--- src/rtl/osc_mode_pkg.sv ---
// Package: shared widths, mode codes and power-state encoding for the
// oscillator mode controller. Assumes a 2-bit mode setting.
package osc_mode_pkg;
    localparam int MODE_W = 2;

    typedef enum logic [MODE_W-1:0] {
        MODE_NOISE  = 2'd0,
        MODE_QUIET  = 2'd1,
        MODE_TRACKW = 2'd2,
        MODE_TRACKF = 2'd3
    } osc_mode_e;

    typedef enum logic [1:0] {
        PS_RUN  = 2'd0,
        PS_STOP = 2'd1,
        PS_WAIT = 2'd2
    } pwr_state_e;
endpackage

--- src/rtl/osc_mode_latch.sv ---
// Module: holds the mode setting in effect. It loads the new value only
// while the processor runs and is not asking to stop. Assumes mode_i is
// stable when sampled.
module osc_mode_latch
    import osc_mode_pkg::*;
(
    input  logic              clk,
    input  logic              rst_n,
    input  logic [MODE_W-1:0] mode_i,
    input  pwr_state_e        state_i,
    input  logic              stop_i,
    output osc_mode_e         mode_o
);
    logic load_en;

    // Purpose: a load is allowed only in the run state with no stop request.
    always_comb load_en = (state_i == PS_RUN) && !stop_i;

    // Purpose: register the effective mode.
    always_ff @(posedge clk) begin
        if (!rst_n)       mode_o <= MODE_NOISE;
        else if (load_en) mode_o <= osc_mode_e'(mode_i);
    end

    // the mode cannot move while stopped or waiting.
    p_mode_frozen_r7: assert property (@(posedge clk) disable iff (!rst_n)
        (state_i != PS_RUN) |=> $stable(mode_o));
endmodule

--- src/rtl/osc_power_fsm.sv ---
// Module: tracks run, stop and warm-up wait. It issues the warm-up start
// pulse and gives the release level. Assumes exit_req_i and wu_done_i are
// single-cycle strobes.
module osc_power_fsm
    import osc_mode_pkg::*;
(
    input  logic       clk,
    input  logic       rst_n,
    input  osc_mode_e  mode_i,
    input  logic       stop_i,
    input  logic       exit_req_i,
    input  logic       wu_done_i,
    output pwr_state_e state_o,
    output logic       wu_start_o,
    output logic       release_o
);
    pwr_state_e nxt;
    logic       need_wu;
    logic       exit_hit;

    // Purpose: only the waiting-exit mode needs warm-up before release.
    always_comb need_wu = (mode_i == MODE_TRACKW);
    // Purpose: an exit request counts only while in stop.
    always_comb exit_hit = (state_o == PS_STOP) && exit_req_i;

    // Purpose: next-state decision.
    always_comb begin
        nxt = state_o;
        unique case (state_o)
            PS_RUN:  if (stop_i)    nxt = PS_STOP;
            PS_STOP: if (exit_req_i) nxt = need_wu ? PS_WAIT : PS_RUN;
            PS_WAIT: if (wu_done_i) nxt = PS_RUN;
            default:                nxt = PS_RUN;
        endcase
    end

    // Purpose: state register and warm-up start pulse.
    always_ff @(posedge clk) begin
        if (!rst_n) begin
            state_o    <= PS_RUN;
            wu_start_o <= 1'b0;
        end else begin
            state_o    <= nxt;
            wu_start_o <= exit_hit && need_wu;
        end
    end

    // Purpose: execution may run only in the run state.
    always_comb release_o = (state_o == PS_RUN);

    // the warm-up start is a single cycle wide.
    p_wu_one_cycle_r5: assert property (@(posedge clk) disable iff (!rst_n)
        wu_start_o |=> !wu_start_o);
    // the wait holds until the done strobe.
    p_wait_hold_r5: assert property (@(posedge clk) disable iff (!rst_n)
        (state_o == PS_WAIT && !wu_done_i) |=> !release_o);
    // exit without warm-up releases on the next cycle.
    p_fast_exit_r6: assert property (@(posedge clk) disable iff (!rst_n)
        (exit_hit && mode_i != MODE_TRACKW) |=> (release_o && !wu_start_o));
    // a stop request while running drops release.
    p_stop_entry_r9: assert property (@(posedge clk) disable iff (!rst_n)
        (state_o == PS_RUN && stop_i) |=> !release_o);
endmodule

--- src/rtl/osc_drive_sel.sv ---
// Module: works out the oscillator drive (quiet or noise-immune) from the
// effective mode and the power state. Pure decode with no state.
module osc_drive_sel
    import osc_mode_pkg::*;
(
    input  osc_mode_e  mode_i,
    input  pwr_state_e state_i,
    output logic       quiet_o
);
    // Purpose: map mode and power state onto the drive select.
    always_comb begin
        unique case (mode_i)
            MODE_NOISE:  quiet_o = 1'b0;
            MODE_QUIET:  quiet_o = 1'b1;
            default:     quiet_o = (state_i == PS_STOP);
        endcase
    end
endmodule

--- src/rtl/osc_lp_mode_ctrl.sv ---
// Module: top of the low-power oscillator mode controller. It joins the
// mode latch, the power FSM and the drive decode. Assumes a single clock
// and synchronous active-low reset.
module osc_lp_mode_ctrl
    import osc_mode_pkg::*;
(
    input  logic              clk,
    input  logic              rst_n,
    input  logic [MODE_W-1:0] mode_i,
    input  logic              stop_i,
    input  logic              exit_req_i,
    input  logic              wu_done_i,
    output logic              quiet_o,
    output logic              wu_start_o,
    output logic              release_o
);
    osc_mode_e  mode_eff;
    pwr_state_e pstate;

    osc_mode_latch u_latch (
        .clk     (clk),
        .rst_n   (rst_n),
        .mode_i  (mode_i),
        .state_i (pstate),
        .stop_i  (stop_i),
        .mode_o  (mode_eff)
    );

    osc_power_fsm u_fsm (
        .clk        (clk),
        .rst_n      (rst_n),
        .mode_i     (mode_eff),
        .stop_i     (stop_i),
        .exit_req_i (exit_req_i),
        .wu_done_i  (wu_done_i),
        .state_o    (pstate),
        .wu_start_o (wu_start_o),
        .release_o  (release_o)
    );

    osc_drive_sel u_drv (
        .mode_i  (mode_eff),
        .state_i (pstate),
        .quiet_o (quiet_o)
    );

    // mode 0 never selects the quiet drive.
    p_noise_only_r2: assert property (@(posedge clk) disable iff (!rst_n)
        (mode_eff == MODE_NOISE) |-> !quiet_o);
    // while released, a tracking mode drives noise-immune.
    p_track_run_r4: assert property (@(posedge clk) disable iff (!rst_n)
        (mode_eff[1] && release_o) |-> !quiet_o);
endmodule

--- config.mk ---
export PLATFORM = sky130hd
export DESIGN_NAME = osc_lp_mode_ctrl
export DESIGN_NICKNAME = d
export VERILOG_FILES = /design/src/rtl/osc_mode_pkg.sv /design/src/rtl/osc_mode_latch.sv /design/src/rtl/osc_power_fsm.sv /design/src/rtl/osc_drive_sel.sv /design/src/rtl/osc_lp_mode_ctrl.sv
export SDC_FILE = /design/constraint.sdc
export NUM_CORES = 1
export LEC_CHECK = 0
export CAP_MARGIN = 20
export CELL_PAD_IN_SITES_DETAIL_PLACEMENT = 0
export CELL_PAD_IN_SITES_GLOBAL_PLACEMENT = 1
export CORE_AREA = 2 2 39 41
export CTS_BUF_LIST = sky130_fd_sc_hd__clkbuf_8 sky130_fd_sc_hd__clkbuf_16
export CTS_CLUSTER_DIAMETER = 200
export CTS_CLUSTER_SIZE = 10
export DETAILED_ROUTE_END_ITERATION = 10
export DIE_AREA = 0 0 41 43
export PLACE_DENSITY_LB_ADDON = 0.3
export SLEW_MARGIN = 20
export SYNTH_ARGS = -nofsm -noshare
export SYNTH_HDL_FRONTEND = slang
export SYNTH_HIERARCHICAL = 1
export SYNTH_SLANG_ARGS = --single-unit
export TNS_END_PERCENT = 50
--- constraint.sdc ---
create_clock -name clk -period 1.16 [get_ports clk]
set_clock_uncertainty 0.2 [all_clocks]
set_input_delay 0.232 -clock clk [delete_from_list [all_inputs] [get_ports clk]]
set_output_delay 0.232 -clock clk [all_outputs]
set_load 0.01 [all_outputs]
==> flow_summary.toml, run 1 <==
[pwr]
cellLeakagePower_nw = 0.183
ir_drop_v = 0.000563
power.density_nw_per_um2 = 1420
total_power_mw = 0.586

[worst_setup_path]
path_class = "reg2out"
crit_cells = 3
end_kind = "output pin"
slowest_stage = "dfxtp_2"
crit_buf_inv = 1
r2r-start = "u_fsm/state_o[0]"
critical-path-max-stage-delay_ns = 0.31
crit_start = "u_fsm/state_o[1]"
crit_path_max_fanout = 3
cp_data_arrival_time_ns = 0.88
required_ns = 0.73
path_delay_family = "flip-flops"
worstPathCellList = "nand3b_1 -> o21ai_1 -> buf_2"
start_kind = "flip-flop"
worstRegToRegCells = 3

[sta]
layout_min_cycle_time_ns = 1.32
finalSetupViolCount = 2
finalCritPeriodShare_pct = 113
hold_ws_ns = 0.163
slew_headroom_pct = 87.1
rsz0062_at_grt = "yes"
hold_viol = 0
worstMarginPinSlew_ns = 0.193
report.final.slew_viol_count = 0
fin_ws_ns = -0.156
fmaxAchievable_ghz = 0.760

[drt]
firstDrtPassIters = 3
wl_per_cell_um = 10.2
final_antenna_net_count = 0
post-route-drc-count = 0
via_per_inst = 3.98
wl_um = 594
drt_first_iter_violations = 1
vias = 231

[floorplanning]
ios = 10
die_h_um = 43
core_sq_um = 1380
start_util_pct = 16.1
die_width_um = 41
die_area_sq_um = 1760
num_rows = 14

[grt]
antenna_found_initial = 0
grt_max_degree = 6
grt_pass1_vias = 232
grt-ovfl-total = 0
globalRouteTotalUtil_pct = 8.93
grt_pass1_wl_um = 945

[min_path]
whs_path_depth = 3
hp-class = "in2reg"
hold_start = "rst_n"

[synthesis]
synth_cell_types = 14
ys_ff_latch = 5
synth.avg_cell_area_sq_um = 9.28
synth-warning-count = 6
syn_inst = 24
synth_area_sq_um = 223
syn-num-nets = 31
ys_seq_area_share_pct = 44.9

[cts]
cts_setup_buffers = 0
cts_buffer_depth = 2
cts_tree = "yes"
clk_latency_ns = 0.23
htreeDepth = 1
root_buffer = "clkbuf_8"
clock-sinks = 5
path_clk_slew_ns = 0.03
cts_buffers = 3

[flow_run]
cap_violations = 0

[place]
place_area_sq_um = 370
dpl.hpwl_um = 421
port-buffer-count = 9
place_inst = 54
gp_congestion = 0.745

[outcome]
status = "finished, violations left"
violations = "negative setup slack"

[layout]
fin_area_sq_um = 412
n_antenna_cell = 0
syn2layout_area_growth_pct = 84.8
layout.nets = 50
stdcell_count = 58
mostFrequentLayoutCells = "clkdlybuf4s50_1, buf_4, nand2_1"
drive_gt1_share_pct = 35.7
per-layer routing:
metal	vias up	share of wire, %	global-route usage [%]
li1	117	-	-
met1	104	37	7.69
met2	8	51	12.5
met3	2	10	6.81
met4	0	1.7	8.00
met5	-	0	0
power by group:
group | switching, mW | leakage, nW | internal, mW
Clock | 0.0917 | 0.0269 | 0.227
Sequential | 0.00518 | 0.0417 | 0.182
Combinational | 0.0315 | 0.115 | 0.0486
Total | 0.128 | 0.183 | 0.458
tightest hold or removal path, stage by stage:
cell	delay (ns)
dlymetal6s2s_1	0.16
nand2_1	0.08
mux2i_1	0.06
path summary, 6_finish.rpt:
check | endpoint | slack, ns
setup / recovery | quiet_o | -0.16
hold / removal | u_latch/mode_o[0] | 0.16
setup reg to reg | u_latch/mode_o[0] | 0
hold reg to reg | u_latch/mode_o[0] | 0.38
synthesized netlist by cell type, drive strengths merged:
cell type | count | area share [%]
nor3 | 1 | 4.5
o21ai | 2 | 4.5
nand4b | 1 | 3.9
nor2 | 2 | 3.4
a21oi | 1 | 3.9
inv | 1 | 1.7
nand2b | 2 | 5.6
nand2 | 4 | 6.7
mux2i | 2 | 9.0
dfxtp | 5 | 45
nand3b | 1 | 3.4
or2b | 1 | 3.4
nand4bb | 1 | 5.1
stage by stage:
| step | TNS [ns] | utilization, % | setup WS, ns |
|---|---|---|---|
| floorplan | 0 | - | 0.130 |
| global placement | -1.44 | 26.8 | -0.325 |
| detailed placement | -1.54 | 26.8 | -0.333 |
| CTS | -0.212 | 29.6 | -0.162 |
| global route | -0.386 | 29.7 | -0.229 |
| finish | -0.173 | 29.7 | -0.156 |
area by class of cell:
class	instances	area, sq um
sequential	5	103
clock buffer	3	41.3
fill	157	972
inverter	1	3.75
clock inverter	1	3.75
multi-input combinational	18	125
timing repair buffer	14	115
tap	16	20.0
repair_timing:
item                                    CTS  global route
resized for setup                        16             1
hold buffers                              0             0
pin swaps                                 1             1
endpoints found under the setup margin    6             5
cloned                                    0             0
state kept, by name (all words and copies together), names as in the netlist:
| signal | count |
|---|---|
| u_fsm/state_o | 2 |
| u_latch/mode_o | 2 |
| u_fsm/wu_start_o | 1 |
kinds of logic (layout without fill, tap and decap cells):
family                 count (synthesis)  in the layout  share of synthesized area (%)
AND/OR/NAND/NOR                       13             13                           36.0
AO/OA/AOI/OAI                          3              3                           8.42
flip-flops                             5              5                           44.9
multiplexers                           2              2                           8.99
buffers and inverters                  1             19                           1.68
(Power assumes the default switching activity.)
==> run 2: changes to the inputs <==
CTS_BUF_LIST = default   (was sky130_fd_sc_hd__clkbuf_8 sky130_fd_sc_hd__clkbuf_16)
==> flow_summary.toml, run 2 (synthesis results as in run 1) <==
[min_path]
hp-class = "in2reg"
hold_start = "mode_i[1]"
whs_path_depth = 3

[grt]
grt-ovfl-total = 0
antenna_found_initial = 0
globalRouteTotalUtil_pct = 8.83
use_met2_pct = 11.3
grt_pass1_wl_um = 910
grt_pass1_vias = 209
grt.busiest_layer = "met2"
grt_max_degree = 6
met1_usage_pct = 7.69
use_met3_pct = 8.38

[drt]
wl_per_cell_um = 9.19
vias = 234
via_per_inst = 4.03
firstDrtPassIters = 2
wl_um = 533
post-route-drc-count = 0
final_antenna_net_count = 0
drt_first_iter_violations = 2

[pwr]
power.density_nw_per_um2 = 1210
ir_drop_v = 0.000450
total_power_mw = 0.471
cellLeakagePower_nw = 0.162

[cts]
clock-sinks = 5
clk_latency_ns = 0.24
cts_buffers = 3
cts_buffer_depth = 2
holdBufCountCts = 0
cts_setup_buffers = 0
root_buffer = "clkbuf_4"
cts_tree = "yes"
path_clk_slew_ns = 0.04
htreeDepth = 1

[sta]
finalSetupViolCount = 2
tns_ns = -0.216
slew_headroom_pct = 87.1
rsz0062_at_grt = "yes"
worstMarginPinSlew_ns = 0.193
fmaxAchievable_ghz = 0.748
hold_viol = 0
finalCritPeriodShare_pct = 115
layout_min_cycle_time_ns = 1.34
report.final.slew_viol_count = 0
fin_ws_ns = -0.177

[floorplanning]
die_h_um = 43
num_rows = 14
die_width_um = 41
ios = 10
start_util_pct = 16.1
die_area_sq_um = 1760
core_sq_um = 1380

[layout]
final_common_cell = "clkdlybuf4s50_1"
fillerInstances = 153
syn2layout_area_growth_pct = 75.3
top_regs = "u_fsm/state_o: 2 flops, u_latch/mode_o: 2 flops, u_fsm/wu_start_o: 1 flops"
drive_gt1_share_pct = 35.7
layout.nets = 50
fin_area_sq_um = 390
mostFrequentLayoutCells = "clkdlybuf4s50_1, buf_4, nand2_1"
n_antenna_cell = 0

[place]
dpl.hpwl_um = 421
gp_congestion = 0.745
port-buffer-count = 9
place_area_sq_um = 370

[worst_setup_path]
end_kind = "output pin"
cp_data_arrival_time_ns = 0.91
crit_path_max_fanout = 3
r2r-start = "u_fsm/state_o[0]"
path_class = "reg2out"
start_kind = "flip-flop"
crit_start = "u_fsm/state_o[1]"
worstRegToRegCells = 3
required_ns = 0.73

[flow_run]
cap_violations = 0

[outcome]
violations = "negative setup slack"
status = "finished, violations left"
-- run 2: changes by cell type in the layout (fill, tap and decap cells not counted), sizes merged --
cell           previous run  this run
dlymetal6s2s              1         0
clkdlybuf4s50             5         6
clkbuf                    3         4
inv                       2         1
-- run 2: worst max-delay path, stage by stage, from the launching register on --
cell	delay, ns
dfxtp_2	0.32
nand3b_1	0.14
o21ai_1	0.07
buf_2	0.14
-- run 2: repair_timing --
action | CTS | global route
setup endpoints to repair | 6 | 5
resized for setup | 16 | 0
cloned | 0 | 0
pin swaps | 1 | 2
-- run 2: path summary, 6_finish.rpt --
kind                                           to  slack [ns]
worst min-delay path            u_latch/mode_o[1]        0.35
worst min register to register  u_latch/mode_o[0]        0.38
worst max-delay path                      quiet_o       -0.18
worst max register to register  u_latch/mode_o[0]           0
-- run 2: final cells by class --
class	count	area [sq um]	share of cell area (%)
Tap cell	16	20.0	5.13
Multi-Input combinational cell	18	125	32.1
Inverter	1	3.75	0.962
Clock buffer	4	26.3	6.73
Sequential cell	5	103	26.3
Timing Repair Buffer	14	113	28.8
-- run 2: stage by stage --
step | utilization (%) | setup slack (ns) | std cells | hold slack (ns)
after global placement | 26.8 | -0.325 | 54 | 0.375
after detailed placement | 26.8 | -0.333 | 54 | 0.385
final | 28.2 | -0.177 | 58 | 0.350
after CTS | 28.2 | -0.191 | 58 | 0.344
after global routing | 28.2 | -0.274 | 58 | 0.350
after floorplan | - | 0.130 | 24 | 0.174
-- run 2: layer usage --
layer | vias to the layer above | wire length, um
li1 | 120 | -
met1 | 106 | 199
met2 | 8 | 277
met3 | 0 | 57
met4 | 0 | 0
met5 | - | 0
-- run 2: where the power goes --
group	switching (mW)	internal, mW
clock network	0.0748	0.130
logic	0.0309	0.0490
registers	0.00517	0.181
==> run 3: changes to the inputs <==
ABC_AREA = 1   (was default)
SYNTH_HIERARCHICAL = default   (was 1)
==> flow_summary.toml, run 3 <==
[floorplanning]
die_width_um = 41
start_util_pct = 15.9
core_sq_um = 1380
die_area_sq_um = 1760
ios = 10
die_h_um = 43
num_rows = 14

[synthesis]
syn_inst = 30
synth.most_common_cell = "nor2_1"
synth_top_area_share_pct = 45.5
ys_top_cells_by_count = "nor2_1, dfxtp_1, inv_1"
synth_cell_types = 10
synth.avg_cell_area_sq_um = 7.34
synth_edf_count = 0
ys_ff_latch = 5
ys_seq_area_share_pct = 45.5
syn-num-nets = 37
ys_async_sr_fraction_pct = 0
ys_top_cells_by_area = "dfxtp_1, nor2_1, nor3_1"
synth-warning-count = 0
synthFlopType = "dfxtp_1"
synth_area_sq_um = 220
synth.largest_area_cell = "dfxtp_1"

[layout]
drive_gt1_share_pct = 38.3
syn2layout_area_growth_pct = 83.0
stdcell_count = 63
top_regs = "u_fsm.state_o: 2 flops, u_latch.mode_o: 2 flops, u_fsm.wu_start_o: 1 flops"
layout.nets = 55
final_common_cell = "nor2_1"
mostFrequentLayoutCells = "nor2_1, clkdlybuf4s50_1, buf_4"
fillerInstances = 160
multi_input_area_sq_um = 124
ff_latch_area_sq_um = 106
n_antenna_cell = 0
utilization_pct = 29.1

[drt]
post-route-drc-count = 0
final_antenna_net_count = 0
vias = 233
wl_per_cell_um = 8.63
firstDrtPassIters = 1
drt_first_iter_violations = 0
wl_um = 544
via_per_inst = 3.70

[sta]
finalSetupViolCount = 2
fin_ws_ns = -0.157
slew_headroom_pct = 88.0
worstMarginPinSlew_ns = 0.179
fmaxAchievable_ghz = 0.759
report.final.slew_viol_count = 0
layout_min_cycle_time_ns = 1.32
finalCritPeriodShare_pct = 114
hold_viol = 0
rsz0062_at_grt = "yes"

[place]
dpl.hpwl_um = 430
port-buffer-count = 9
gp_congestion = 0.700
place_inst = 59

[min_path]
hp-class = "reg2reg"

[pwr]
power.density_nw_per_um2 = 1210
ir_drop_v = 0.000451
cellLeakagePower_nw = 0.177
total_power_mw = 0.486

[worst_setup_path]
cp_data_arrival_time_ns = 0.89
end_kind = "output pin"
crit_path_max_fanout = 3
rrSetupSlack_ns = 0.06
path_class = "reg2out"
required_ns = 0.73
start_kind = "flip-flop"

[grt]
grt_pass1_wl_um = 890
grt-ovfl-total = 0
grt_pass1_vias = 242
grt_max_degree = 5
globalRouteTotalUtil_pct = 8.05
antenna_found_initial = 0

[cts]
holdBufCountCts = 0
root_buffer = "clkbuf_4"
clock-sinks = 5
cts_setup_buffers = 0
cts_buffers = 3
path_clk_slew_ns = 0.04
cts_tree = "yes"
cts_buffer_depth = 2
htreeDepth = 1
clk_latency_ns = 0.24

[flow_run]
cap_violations = 0

[outcome]
violations = "negative setup slack"
status = "finished, violations left"
-- run 3: cell count changes after synthesis, sizes merged, moves of 2 or more --
cell,before,now
nor2,2,8
nand3,0,2
mux2i,2,0
nor3,1,4
nand2b,2,0
inv,1,4
-- run 3: cells by family (layout without fill, tap and decap cells) --
logic type / after synthesis / after routing / synth area share [%]
DFF: 5 / 5 / 45.5
and+or+nand+nor: 19 / 19 / 41.5
buffers and inverters: 4 / 21 / 6.82
AOI/OAI and AO/OA: 2 / 2 / 6.25
-- run 3: final cells by class --
type | count | area share (%)
inverters | 4 | 3.73
repair buffers | 13 | 27.6
flip-flops and latches | 5 | 26.4
clock buffers | 4 | 6.52
multi-input cells | 21 | 30.7
well taps | 16 | 4.97
-- run 3: final timing paths --
path | startpoint | end | cells after the start
max | u_fsm.state_o[1] | quiet_o | 4
min | u_latch.mode_o[0] | u_latch.mode_o[0] | 2
max reg2reg | u_fsm.state_o[1] | u_fsm.state_o[1] | 6
min reg2reg | u_latch.mode_o[0] | u_latch.mode_o[0] | 2
-- run 3: power breakdown --
part / total (mW) / switching, mW / internal, mW
combinational: 0.0938 / 0.0390 / 0.0548
sequential: 0.194 / 0.00979 / 0.184
clock: 0.199 / 0.0692 / 0.130
total: 0.486 / 0.118 / 0.368
-- run 3: repair_timing --
action / CTS / global route
resized for setup: 21 / 2
pin swaps: 0 / 1
setup endpoints to repair: 3 / 6
-- run 3: metal layers --
metal	up-vias	share of wire, %	global-route usage, %
li1	131	-	-
met3	0	5.0	4.71
met1	99	41	8.09
met5	-	0	0
met4	0	0	6.00
met2	3	54	11.6
-- run 3: through the flow --
step | worst slack [ns] | instance area [sq um] | hold WS (ns) | TNS (ns)
6_report | -0.157 | 403 | 0.273 | -0.265
4_1_cts | -0.182 | 392 | 0.279 | -0.315
5_1_grt | -0.210 | 403 | 0.305 | -0.369
3_3_place_gp | -0.381 | 360 | 0.263 | -1.58
3_5_place_dp | -0.390 | 360 | 0.269 | -1.50
2_1_floorplan | 0.0627 | 220 | 0.158 | 0
-- run 3: critical path, stage by stage, from the launching register on --
cell and delay [ns]:
dfxtp_2 0.33, inv_2 0.05, nand3_1 0.05, o21ai_1 0.07, buf_2 0.14
